File: config.mk
export PLATFORM = sky130hd
export DESIGN_NAME = pwm_tmr_top
export DESIGN_NICKNAME = d
export VERILOG_FILES = /design/src/rtl/pwm_tmr_pkg.sv /design/src/rtl/pwm_tmr_prescale.sv /design/src/rtl/pwm_tmr_counter.sv /design/src/rtl/pwm_tmr_channel.sv /design/src/rtl/pwm_tmr_top.sv
export SDC_FILE = /design/constraint.sdc
export NUM_CORES = 1
export LEC_CHECK = 0
export ABC_AREA = 1
export BUFFER_PORTS_ARGS = -buffer_cell sky130_fd_sc_hd__buf_2
export CORE_UTILIZATION = 44
export CTS_CLUSTER_SIZE = 12
export DETAILED_ROUTE_END_ITERATION = 12
export GPL_ROUTABILITY_DRIVEN = 0
export MAX_ROUTING_LAYER = met4
export PLACE_DENSITY_LB_ADDON = 0.3
export SYNTH_ARGS = -nofsm -noshare
export SYNTH_HDL_FRONTEND = slang
export SYNTH_SLANG_ARGS = --single-unit
File: constraint.sdc
create_clock -name clk -period 2.94 [get_ports clk]
set_input_delay 0.147 -clock clk [delete_from_list [all_inputs] [get_ports clk]]
set_output_delay 0.147 -clock clk [all_outputs]
set_load 0.03 [all_outputs]
File: src/rtl/pwm_tmr_pkg.sv
package pwm_tmr_pkg;

  localparam int DATA_W = 32;
  localparam int CNT_W  = 16;
  localparam int PS_W   = 3;
  localparam int PRE_W  = (1 << PS_W) - 1;

  localparam int OFS_PARAM     = 'h04;
  localparam int OFS_CTRL      = 'h10;
  localparam int OFS_CNT       = 'h14;
  localparam int OFS_MOD       = 'h18;
  localparam int OFS_CH_BASE   = 'h20;
  localparam int OFS_CH_STRIDE = 8;
  localparam int OFS_CH_CMP    = 4;

  typedef enum logic [1:0] {
    POL_OFF  = 2'b00,
    POL_INV  = 2'b01,
    POL_NORM = 2'b10,
    POL_RSV  = 2'b11
  } pol_t;

  typedef struct packed {
    logic msb;
    logic msa;
    pol_t pol;
  } chan_cfg_t;

  // prescaler fires when the low 'ps' bits of the divider are all ones
  function automatic logic ps_tick(input logic [PRE_W-1:0] pre,
                                   input logic [PS_W-1:0] ps);
    logic [PRE_W-1:0] mask;
    mask = PRE_W'((1 << ps) - 1);
    return (pre & mask) == mask;
  endfunction

  // edge-aligned level for one channel
  function automatic logic pwm_level(input chan_cfg_t cfg,
                                     input logic [CNT_W-1:0] cnt,
                                     input logic [CNT_W-1:0] cmp);
    logic active;
    active = cnt < cmp;
    if (!cfg.msb || cfg.pol == POL_OFF) return 1'b0;
    if (cfg.pol == POL_INV) return !active;
    return active;
  endfunction

  function automatic logic [DATA_W-1:0] cfg_word(input logic flag,
                                                 input chan_cfg_t cfg);
    return {24'b0, flag, 1'b0, cfg.msb, cfg.msa, cfg.pol, 2'b00};
  endfunction

endpackage

File: src/rtl/pwm_tmr_prescale.sv
module pwm_tmr_prescale
  import pwm_tmr_pkg::*;
(
  input  logic            clk,
  input  logic            rst_n,
  input  logic            run,
  input  logic            restart,
  input  logic [PS_W-1:0] ps,
  output logic            tick
);

  logic [PRE_W-1:0] pre_q;

  always_ff @(posedge clk) begin
    if (!rst_n)               pre_q <= '0;
    else if (!run || restart) pre_q <= '0;
    else                      pre_q <= pre_q + 1'b1;
  end

  assign tick = run && ps_tick(pre_q, ps);

endmodule

File: src/rtl/pwm_tmr_counter.sv
module pwm_tmr_counter
  import pwm_tmr_pkg::*;
(
  input  logic             clk,
  input  logic             rst_n,
  input  logic             run,
  input  logic             tick,
  input  logic             cnt_clr,
  input  logic             mod_we,
  input  logic [CNT_W-1:0] mod_wdata,
  output logic [CNT_W-1:0] cnt,
  output logic [CNT_W-1:0] mod_act,
  output logic             wrap
);

  logic [CNT_W-1:0] mod_buf;

  // >= keeps the count bounded if the modulo was lowered while stopped
  assign wrap = tick && (cnt >= mod_act);

  always_ff @(posedge clk) begin
    if (!rst_n)       cnt <= '0;
    else if (cnt_clr) cnt <= '0;
    else if (wrap)    cnt <= '0;
    else if (tick)    cnt <= cnt + 1'b1;
  end

  always_ff @(posedge clk) begin
    if (!rst_n) begin
      mod_buf <= '0;
      mod_act <= '0;
    end else begin
      if (mod_we) mod_buf <= mod_wdata;
      if (mod_we && !run) mod_act <= mod_wdata;
      else if (wrap)      mod_act <= mod_buf;
    end
  end

endmodule

File: src/rtl/pwm_tmr_channel.sv
module pwm_tmr_channel
  import pwm_tmr_pkg::*;
(
  input  logic             clk,
  input  logic             rst_n,
  input  logic             run,
  input  logic             tick,
  input  logic             wrap,
  input  logic [CNT_W-1:0] cnt,
  input  logic             cfg_we,
  input  logic [7:0]       cfg_wdata,
  input  logic             cmp_we,
  input  logic [CNT_W-1:0] cmp_wdata,
  output chan_cfg_t        cfg,
  output logic             flag,
  output logic [CNT_W-1:0] cmp_act,
  output logic             pwm
);

  logic [CNT_W-1:0] cmp_buf;
  logic             hit;

  assign hit = tick && (cnt == cmp_act);

  always_ff @(posedge clk) begin
    if (!rst_n) begin
      cfg <= '0;
    end else if (cfg_we) begin
      cfg.msb <= cfg_wdata[5];
      cfg.msa <= cfg_wdata[4];
      cfg.pol <= pol_t'(cfg_wdata[3:2]);
    end
  end

  // a new match wins over a simultaneous clear
  always_ff @(posedge clk) begin
    if (!rst_n)                      flag <= 1'b0;
    else if (hit)                    flag <= 1'b1;
    else if (cfg_we && cfg_wdata[7]) flag <= 1'b0;
  end

  always_ff @(posedge clk) begin
    if (!rst_n) begin
      cmp_buf <= '0;
      cmp_act <= '0;
    end else begin
      if (cmp_we) cmp_buf <= cmp_wdata;
      if (cmp_we && !run) cmp_act <= cmp_wdata;
      else if (wrap)      cmp_act <= cmp_buf;
    end
  end

  assign pwm = pwm_level(cfg, cnt, cmp_act);

endmodule

File: src/rtl/pwm_tmr_top.sv
module pwm_tmr_top
  import pwm_tmr_pkg::*;
#(
  parameter int NUM_CH = 4,
  parameter int ADDR_W = 8
) (
  input  logic              clk,
  input  logic              rst_n,
  input  logic              wr_en,
  input  logic [ADDR_W-1:0] addr,
  input  logic [DATA_W-1:0] wdata,
  output logic [DATA_W-1:0] rdata,
  output logic [NUM_CH-1:0] pwm_out
);

  localparam logic [ADDR_W-1:0] A_PARAM = ADDR_W'(OFS_PARAM);
  localparam logic [ADDR_W-1:0] A_CTRL  = ADDR_W'(OFS_CTRL);
  localparam logic [ADDR_W-1:0] A_CNT   = ADDR_W'(OFS_CNT);
  localparam logic [ADDR_W-1:0] A_MOD   = ADDR_W'(OFS_MOD);

  logic [PS_W-1:0]  ctl_ps;
  logic [1:0]       ctl_mode;
  logic             run;
  logic             pre_tick;
  logic             period_wrap;
  logic             cnt_clr;
  logic             mod_we;
  logic [CNT_W-1:0] cnt_q;
  logic [CNT_W-1:0] mod_act;
  logic [DATA_W-1:0] rd_next;

  chan_cfg_t        ch_cfg [NUM_CH];
  logic [CNT_W-1:0] ch_cmp [NUM_CH];
  logic [NUM_CH-1:0] ch_flag;

  logic unused_wdata;
  assign unused_wdata = ^wdata[DATA_W-1:CNT_W];

  assign run     = ctl_mode != 2'b00;
  assign cnt_clr = wr_en && (addr == A_CNT);
  assign mod_we  = wr_en && (addr == A_MOD);

  always_ff @(posedge clk) begin
    if (!rst_n) begin
      ctl_ps   <= '0;
      ctl_mode <= '0;
    end else if (wr_en && addr == A_CTRL) begin
      ctl_ps   <= wdata[PS_W-1:0];
      ctl_mode <= wdata[PS_W+1:PS_W];
    end
  end

  pwm_tmr_prescale u_pre (
    .clk     (clk),
    .rst_n   (rst_n),
    .run     (run),
    .restart (cnt_clr),
    .ps      (ctl_ps),
    .tick    (pre_tick)
  );

  pwm_tmr_counter u_cnt (
    .clk       (clk),
    .rst_n     (rst_n),
    .run       (run),
    .tick      (pre_tick),
    .cnt_clr   (cnt_clr),
    .mod_we    (mod_we),
    .mod_wdata (wdata[CNT_W-1:0]),
    .cnt       (cnt_q),
    .mod_act   (mod_act),
    .wrap      (period_wrap)
  );

  for (genvar g = 0; g < NUM_CH; g++) begin : g_ch
    localparam logic [ADDR_W-1:0] A_CFG = ADDR_W'(OFS_CH_BASE + OFS_CH_STRIDE * g);
    localparam logic [ADDR_W-1:0] A_CMP = ADDR_W'(OFS_CH_BASE + OFS_CH_STRIDE * g + OFS_CH_CMP);

    pwm_tmr_channel u_ch (
      .clk       (clk),
      .rst_n     (rst_n),
      .run       (run),
      .tick      (pre_tick),
      .wrap      (period_wrap),
      .cnt       (cnt_q),
      .cfg_we    (wr_en && addr == A_CFG),
      .cfg_wdata (wdata[7:0]),
      .cmp_we    (wr_en && addr == A_CMP),
      .cmp_wdata (wdata[CNT_W-1:0]),
      .cfg       (ch_cfg[g]),
      .flag      (ch_flag[g]),
      .cmp_act   (ch_cmp[g]),
      .pwm       (pwm_out[g])
    );
  end

  always_comb begin
    rd_next = '0;
    if (addr == A_PARAM) rd_next[7:0] = 8'(NUM_CH);
    if (addr == A_CTRL)  rd_next[PS_W+1:0] = {ctl_mode, ctl_ps};
    if (addr == A_CNT)   rd_next[CNT_W-1:0] = cnt_q;
    if (addr == A_MOD)   rd_next[CNT_W-1:0] = mod_act;
    for (int i = 0; i < NUM_CH; i++) begin
      if (addr == ADDR_W'(OFS_CH_BASE + OFS_CH_STRIDE * i))
        rd_next = cfg_word(ch_flag[i], ch_cfg[i]);
      if (addr == ADDR_W'(OFS_CH_BASE + OFS_CH_STRIDE * i + OFS_CH_CMP))
        rd_next = DATA_W'(ch_cmp[i]);
    end
  end

  always_ff @(posedge clk) begin
    if (!rst_n) rdata <= '0;
    else        rdata <= rd_next;
  end

endmodule

==> reports/metrics.yaml, run 1 <==
clock_tree:
  post-cts-setup-buffers: 0
  cts_max_level: 1
  clk_latency_ns: 0.54
  numCtsBuffers: 25
  root_buffer: "clkbuf_16"
  clock_path_buffers: 3
  cts_sinks: 224
  clkTransAtPathRegs_ns: 0.06
  cts_tree: "done"
die:
  dieArea_sq_mm: 0.0284
  start_util: 0.451
  rows: 60
  die_h_um: 169
  io_pins: 79
  fp.dieW_um: 169
  core-area_sq_mm: 0.0271
synthesis:
  ys_ff_latch: 224
  synth_edf_count: 0
  synth_top_area_frac: 0.367
  synth_common_cells: "385 x nand2_1, 232 x a21oi_1, 224 x dfxtp_1, 179 x inv_1, 137 x o21ai_0"
  syn_inst: 1734
  async_flop_share: 0
  synth_area_leaders: "dfxtp_1 37%, nand2_1 12%, a21oi_1 9.5%"
  syn-cell-area_sq_mm: 0.0122
  yosys_warnings: 0
  ys.flop_type: "dfxtp_1"
  synth_largest_area_cell: "dfxtp_1"
  ys_seq_area_frac: 0.367
  synth_area_per_cell_sq_um: 7.05
  yosysUniqueCellTypes: 42
  synth.most_common_cell: "nand2_1"
timing:
  setup_violations: 0
  min_period_over_period: 0.993
  slew-limit-headroom: 0.524
  hold_violations: 0
  timing.final.crit_period_ns: 2.92
  tightestPinTransition_ns: 0.709
  grt_setup_unrepaired: "false"
  drv_slew: 0
  fmax_ghz: 0.343
  tns_ns: 0
  finClkSkew_ns: 0.0104
global_route:
  grt_usage: 0.286
  grt_max_degree: 77
  grt_pass1_wl_um: 61300
  grt-ovfl-total: 0
  grt_pass1_vias: 10800
  antenna_found_initial: 0
worst_setup_path:
  r2r_cells: 9
  crit_end: "pwm_out[1]"
  cp-startpoint: "u_cnt.cnt[9]$_SDFFE_PP0P_"
  path_class: "reg -> out"
  r2r_start: "u_cnt.cnt[10]$_SDFFE_PP0P_"
  cp.required_ns: 2.79
  crit_fanout: 6
  r2r_slack_ns: 0.36
  reg2reg_to: "u_cnt.mod_act[3]$_SDFFE_PN0P_"
  start_kind: "flip-flop"
  crit_arrival_ns: 2.77
  cp-end-kind: "output port"
power_and_ir_drop:
  p_per_area_mw_per_mm2: 472
  ir_drop_mv: 0.444
  leakage_nw: 5.73
drt:
  first_pass_iters: 5
  drtIter0Drc: 1117
  vias_per_cell: 5.53
  finalWirelength_um: 39300
  wire_per_inst_um: 18.1
  drtAntennaViolNets: 0
  remaining_drc_errors: 0
  num_vias: 12000
finish:
  antenna_cells: 0
  nets: 1904
  seq_area_sq_mm: 0.00449
  syn_to_final_growth_pct: 12.6
  drive_gt1_frac: 0.100
  multi_input_area_sq_mm: 0.00654
  final_cell_area_sq_mm: 0.0138
  n_fill_cell: 2658
run_status:
  status: "completed"
worst_hold_path:
  hp-class: "in -> reg"
place:
  dp_hpwl_um: 28300
  dpl_cell_area_sq_mm: 0.0127
  io_buffers: 46
flow_run:
  max_cap_viol_count: 0
-- flip-flops by register name, summed over array words and instances (netlist names) --
name               flops
u_cnt.mod_act         16
u_cnt.cnt             16
u_cnt.mod_buf         16
g_ch.u_ch.flag         4
g_ch.u_ch.cmp_act     64
ctl_mode               2
u_pre.pre_q            7
ctl_ps                 3
g_ch.u_ch.cfg         16
g_ch.u_ch.cmp_buf     64
rdata                 16
-- per-layer routing --
metal  global-route usage  up-vias  wire, um
met1                0.376     5515     17000
li1                     -     5817         -
met4                0.123        0      1890
met5                    -        -         0
met3               0.0512       97      3470
met2                0.430      551     17000
-- final cells by class --
cell class / instances / area share
clock inverter: 5 / 0.00518
timing repair buffer: 102 / 0.0504
multi-input combinational: 1230 / 0.476
sequential: 224 / 0.326
clock buffer: 39 / 0.0551
tap: 372 / 0.0338
inverter: 196 / 0.0535
-- what timing repair did --
action,4_1_cts,5_1_grt
endpoints found under the hold margin,24,0
resized for setup,3,8
hold buffers,16,0
setup endpoints to repair,2,3
-- cell families after synthesis --
family,after synthesis,share of synthesized area
simple gates,667,0.241
compound gates,452,0.195
buf+inv,295,0.104
flops,224,0.367
fa+ha+maj,82,0.0840
xor+xnor,13,0.00932
other cells,1,0.000307
-- worst min path at each step --
stage,cells past startpoint,slack (ns),to,startpoint
6_report,3,0.13,g_ch[0].u_ch.cmp_act[3]$_SDFFE_PN0P_,rst_n
5_1_grt,4,0.15,g_ch[3].u_ch.cmp_buf[0]$_SDFFE_PN0P_,wr_en
4_1_cts,3,0.12,u_cnt.mod_act[7]$_SDFFE_PN0P_,rst_n
3_5_place_dp,3,0.44,g_ch[3].u_ch.cmp_buf[14]$_SDFFE_PN0P_,wdata[14]
3_3_place_gp,3,0.43,g_ch[3].u_ch.cmp_buf[15]$_SDFFE_PN0P_,wdata[15]
2_1_floorplan,2,0.29,g_ch[3].u_ch.cfg[2]$_SDFFE_PN0P_,wdata[4]
-- placed cells by master, fill, tap and decap left out, types with 15 or more instances in the layout --
master and instances:
nor2_1 92, nand4_1 15, nand3_1 104, clkbuf_16 25, a21oi_1 232, nor3_1 27
nand2_1 385, inv_1 179, dfxtp_1 219, dlygate4sd3_1 16, ha_1 82, buf_2 45
o21ai_1 38, conb_1 16, o21ai_0 136, buf_4 40
-- metrics by stage --
step / utilization / total power [mW] / hold slack [ns] / setup slack (ns) / cells
6_report: 0.508 / 6.49 / 0.130 / 0.0212 / 2168
5_1_grt: 0.508 / 6.66 / 0.154 / 0.00578 / 2168
4_1_cts: 0.507 / 6.52 / 0.125 / 0.0507 / 2168
3_5_place_dp: 0.470 / 3.39 / 0.441 / 0.346 / 2108
3_3_place_gp: 0.470 / 3.38 / 0.429 / 0.346 / 2108
2_1_floorplan: - / 3.29 / 0.290 / 0.995 / 1749
-- power breakdown --
group	internal (mW)	switching (mW)
sequential	3.04	0.00442
combinational	0.0667	0.231
clock	1.86	1.29
-- critical path: stages, from the launching register on --
cell and delay, ns:
dfxtp_1 0.51, buf_4 0.23, ha_1 0.25, a21oi_1 0.16
nor2_1 0.06, a211oi_1 0.21, o211ai_1 0.19, nand2_1 0.09
nand2_1 0.06, nor2_2 0.21, buf_2 0.25
(Power assumes the default switching activity.)
==> run 2: changes to the inputs <==
Settings changed: CORE_ASPECT_RATIO set to 1.5, GPL_TIMING_DRIVEN set to 0, SYNTH_HIERARCHICAL set to 1.
==> run 2 against run 1 <==
Sequential power about the same; non-clock buffer count increased by 40; critical endpoint unchanged; critical path depth decreased by 2; worst setup slack improved by 0.070 ns.
==> reports/metrics.yaml, run 2 <==
synthesis:
  ys_seq_area_frac: 0.368
  synth_area_leaders: "dfxtp_1 37%, o21ai_0 9.1%, nand2_1 8.5%"
  ys_ff_latch: 224
  synth_top_family_by_area: "simple AND/OR/NAND/NOR gates"
  async_flop_share: 0
  synth-compound-area-share: 0.196
  yosysUniqueCellTypes: 39
  synth_common_cells: "276 x nand2_1, 249 x nor2_1, 224 x dfxtp_1, 221 x o21ai_0, 214 x inv_1"
  syn-cell-area_sq_mm: 0.0122
  syn_inst: 1749
  synthMuxAreaShare: 0
  synthSimpleGateAreaFrac: 0.239
  ys.flop_type: "dfxtp_1"
  synth_edf_count: 0
  synth.most_common_cell: "nand2_1"
  synth_largest_area_cell: "dfxtp_1"
  yosys_warnings: 6
  synth_xor_area_frac: 0.00503
  synthAdderAreaFrac: 0.0841
  synth_top_area_frac: 0.368
  synth_area_per_cell_sq_um: 6.97
worst_setup_path:
  reg2reg_to: "g_ch[0].u_ch/cmp_act[13]$_SDFFE_PN0P_"
  crit_slowest_cell: "nor3_1"
  path_cells: "ha_1 -> nand4_1 -> nor3_1 -> nand2_1 -> nand3_1 -> nand2_1 -> nor2_1 -> buf_2"
  cpMostUsedCell: "nand2_1"
  crit_end: "pwm_out[1]"
  crit_arrival_ns: 2.70
  worst-path-buf-inv: 1
  cp-startpoint: "u_cnt/cnt[8]$_SDFFE_PP0P_"
  cpPeakStageDelay_ns: 0.59
  cp-end-kind: "output port"
  path_class: "reg -> out"
  crit_fanout: 8
  path_delay_family: "simple AND/OR/NAND/NOR gates"
  start_kind: "flip-flop"
  r2r_cells: 12
  r2r_slack_ns: 0.17
  cp.required_ns: 2.79
  r2r_start: "u_cnt/cnt[7]$_SDFFE_PP0P_"
  path_depth: 8
finish:
  final_common_cell: "nand2_1"
  antenna_cells: 0
  layout_common_cells: "276 x nand2_1, 249 x nor2_1, 220 x o21ai_0, 213 x inv_1, 209 x dfxtp_1"
  final_cell_area_sq_mm: 0.0139
  nets: 1973
  drive_gt1_frac: 0.113
  fin_cells: 2205
  final_core_util: 0.511
  syn_to_final_growth_pct: 14.0
  reg.largest.list: "g_ch.u_ch/cmp_act: 64 flops, g_ch.u_ch/cmp_buf: 64 flops"
die:
  core-area_sq_mm: 0.0272
  fp.dieW_um: 138
  start_util: 0.448
  io_pins: 79
  rows: 74
  dieArea_sq_mm: 0.0284
  die_h_um: 206
place:
  dpl_cell_area_sq_mm: 0.0129
  dp_cells: 2152
  dp_hpwl_um: 29000
  pre_cts_slack_ns: -1.07
  io_buffers: 46
timing:
  drv_slew: 0
  finClkSkew_ns: 0.0115
  hold_violations: 0
  setup_slack_ns: 0.0908
  grt_setup_unrepaired: "false"
  setup_violations: 0
  timing.final.crit_period_ns: 2.85
  min_period_over_period: 0.969
  slew-limit-headroom: 0.324
  tightestPinTransition_ns: 1.01
  tns_ns: 0
  fmax_ghz: 0.351
  holdWs_ns: 0.0464
drt:
  vias_per_cell: 5.31
  wire_per_inst_um: 17.3
  num_vias: 11700
  finalWirelength_um: 38100
  drtIter0Drc: 673
  remaining_drc_errors: 0
  first_pass_iters: 5
  drtAntennaViolNets: 0
power_and_ir_drop:
  power_mw: 6.47
  leakage_nw: 6.23
  ir_drop_mv: 0.364
  p_per_area_mw_per_mm2: 465
clock_tree:
  clkTransAtPathRegs_ns: 0.06
  numCtsBuffers: 24
  cts_max_level: 1
  root_buffer: "clkbuf_16"
  clock_path_buffers: 3
  cts_tree: "done"
  clk_latency_ns: 0.53
  cts_sinks: 224
worst_hold_path:
  hp-class: "in -> reg"
global_route:
  antenna_found_initial: 0
  grt_max_degree: 31
  grt_pass1_vias: 11800
  grt-ovfl-total: 0
  grt_usage: 0.283
  grt_pass1_wl_um: 59500
run_status:
  status: "completed"
flow_run:
  max_cap_viol_count: 0
run 2: cell types whose count changed in the layout (fill, tap and decap cells not counted), sizes merged, moves of 13 or more:
cell,before,now
a21oi,232,191
inv,194,229
nor3,32,18
nor2,107,273
a211oi,8,21
o21ai,174,239
nand3,106,56
nand2,399,285
clkbuf,40,88
run 2: power by group:
group | switching, mW | internal [mW]
sequential | 0.00483 | 3.04
combinational | 0.230 | 0.0792
clock | 1.25 | 1.86
total | 1.49 | 4.98
run 2: final cells by class:
| class | count | area [sq um] |
|---|---|---|
| Multi-Input combinational cell | 1224 | 6470 |
| Buffer | 86 | 474 |
| Fill cell | 2705 | 13300 |
| Timing Repair Buffer | 56 | 328 |
| Sequential cell | 224 | 4520 |
| Inverter | 230 | 867 |
| Tap cell | 342 | 428 |
| Clock inverter | 1 | 30.0 |
| Clock buffer | 40 | 772 |
| Timing Repair inverter | 2 | 12.5 |
run 2: metal layers:
layer / track usage / share of wire / up-vias
met4: 0.214 / 0.083 / 0
li1: - / - / 5847
met1: 0.280 / 0.36 / 5351
met5: - / 0 / -
met3: 0.0260 / 0.045 / 152
met2: 0.505 / 0.51 / 365
run 2: worst min-delay path by stage:
| stage | slack [ns] | cells past startpoint | to | from |
|---|---|---|---|---|
| floorplan | 0.28 | 2 | g_ch[0].u_ch/cmp_buf[0]$_SDFFE_PN0P_ | wdata[0] |
| global placement | 0.46 | 2 | g_ch[0].u_ch/flag$_SDFFE_PN0P_ | g_ch[0].u_ch/flag$_SDFFE_PN0P_ |
| global route | 0.06 | 3 | g_ch[0].u_ch/cmp_buf[0]$_SDFFE_PN0P_ | wdata[0] |
| finish | 0.05 | 3 | u_cnt/mod_buf[0]$_SDFFE_PN0P_ | wdata[0] |
| detailed placement | 0.46 | 2 | g_ch[2].u_ch/flag$_SDFFE_PN0P_ | g_ch[2].u_ch/flag$_SDFFE_PN0P_ |
| CTS | 0.02 | 3 | u_cnt/mod_buf[0]$_SDFFE_PN0P_ | wdata[0] |
run 2: logic make-up (layout without fill, tap and decap cells):
group | after synthesis | in the layout
compound gates | 462 | 462
fa+ha+maj | 82 | 82
xor+xnor | 7 | 7
simple gates | 657 | 657
buf+inv | 316 | 415
other cells | 1 | 16
flops | 224 | 224
run 2: repair_timing:
item,4_1_cts,5_1_grt
gates cloned,2,0
hold endpoints to repair,62,0
buffers inserted,1,0
gates resized for setup,19,32
setup endpoints to repair,78,66
hold buffers,9,0
run 2: tightest hold or removal path: stages:
cell and delay, ns:
buf_2 0.21, inv_1 0.10, a21oi_1 0.07
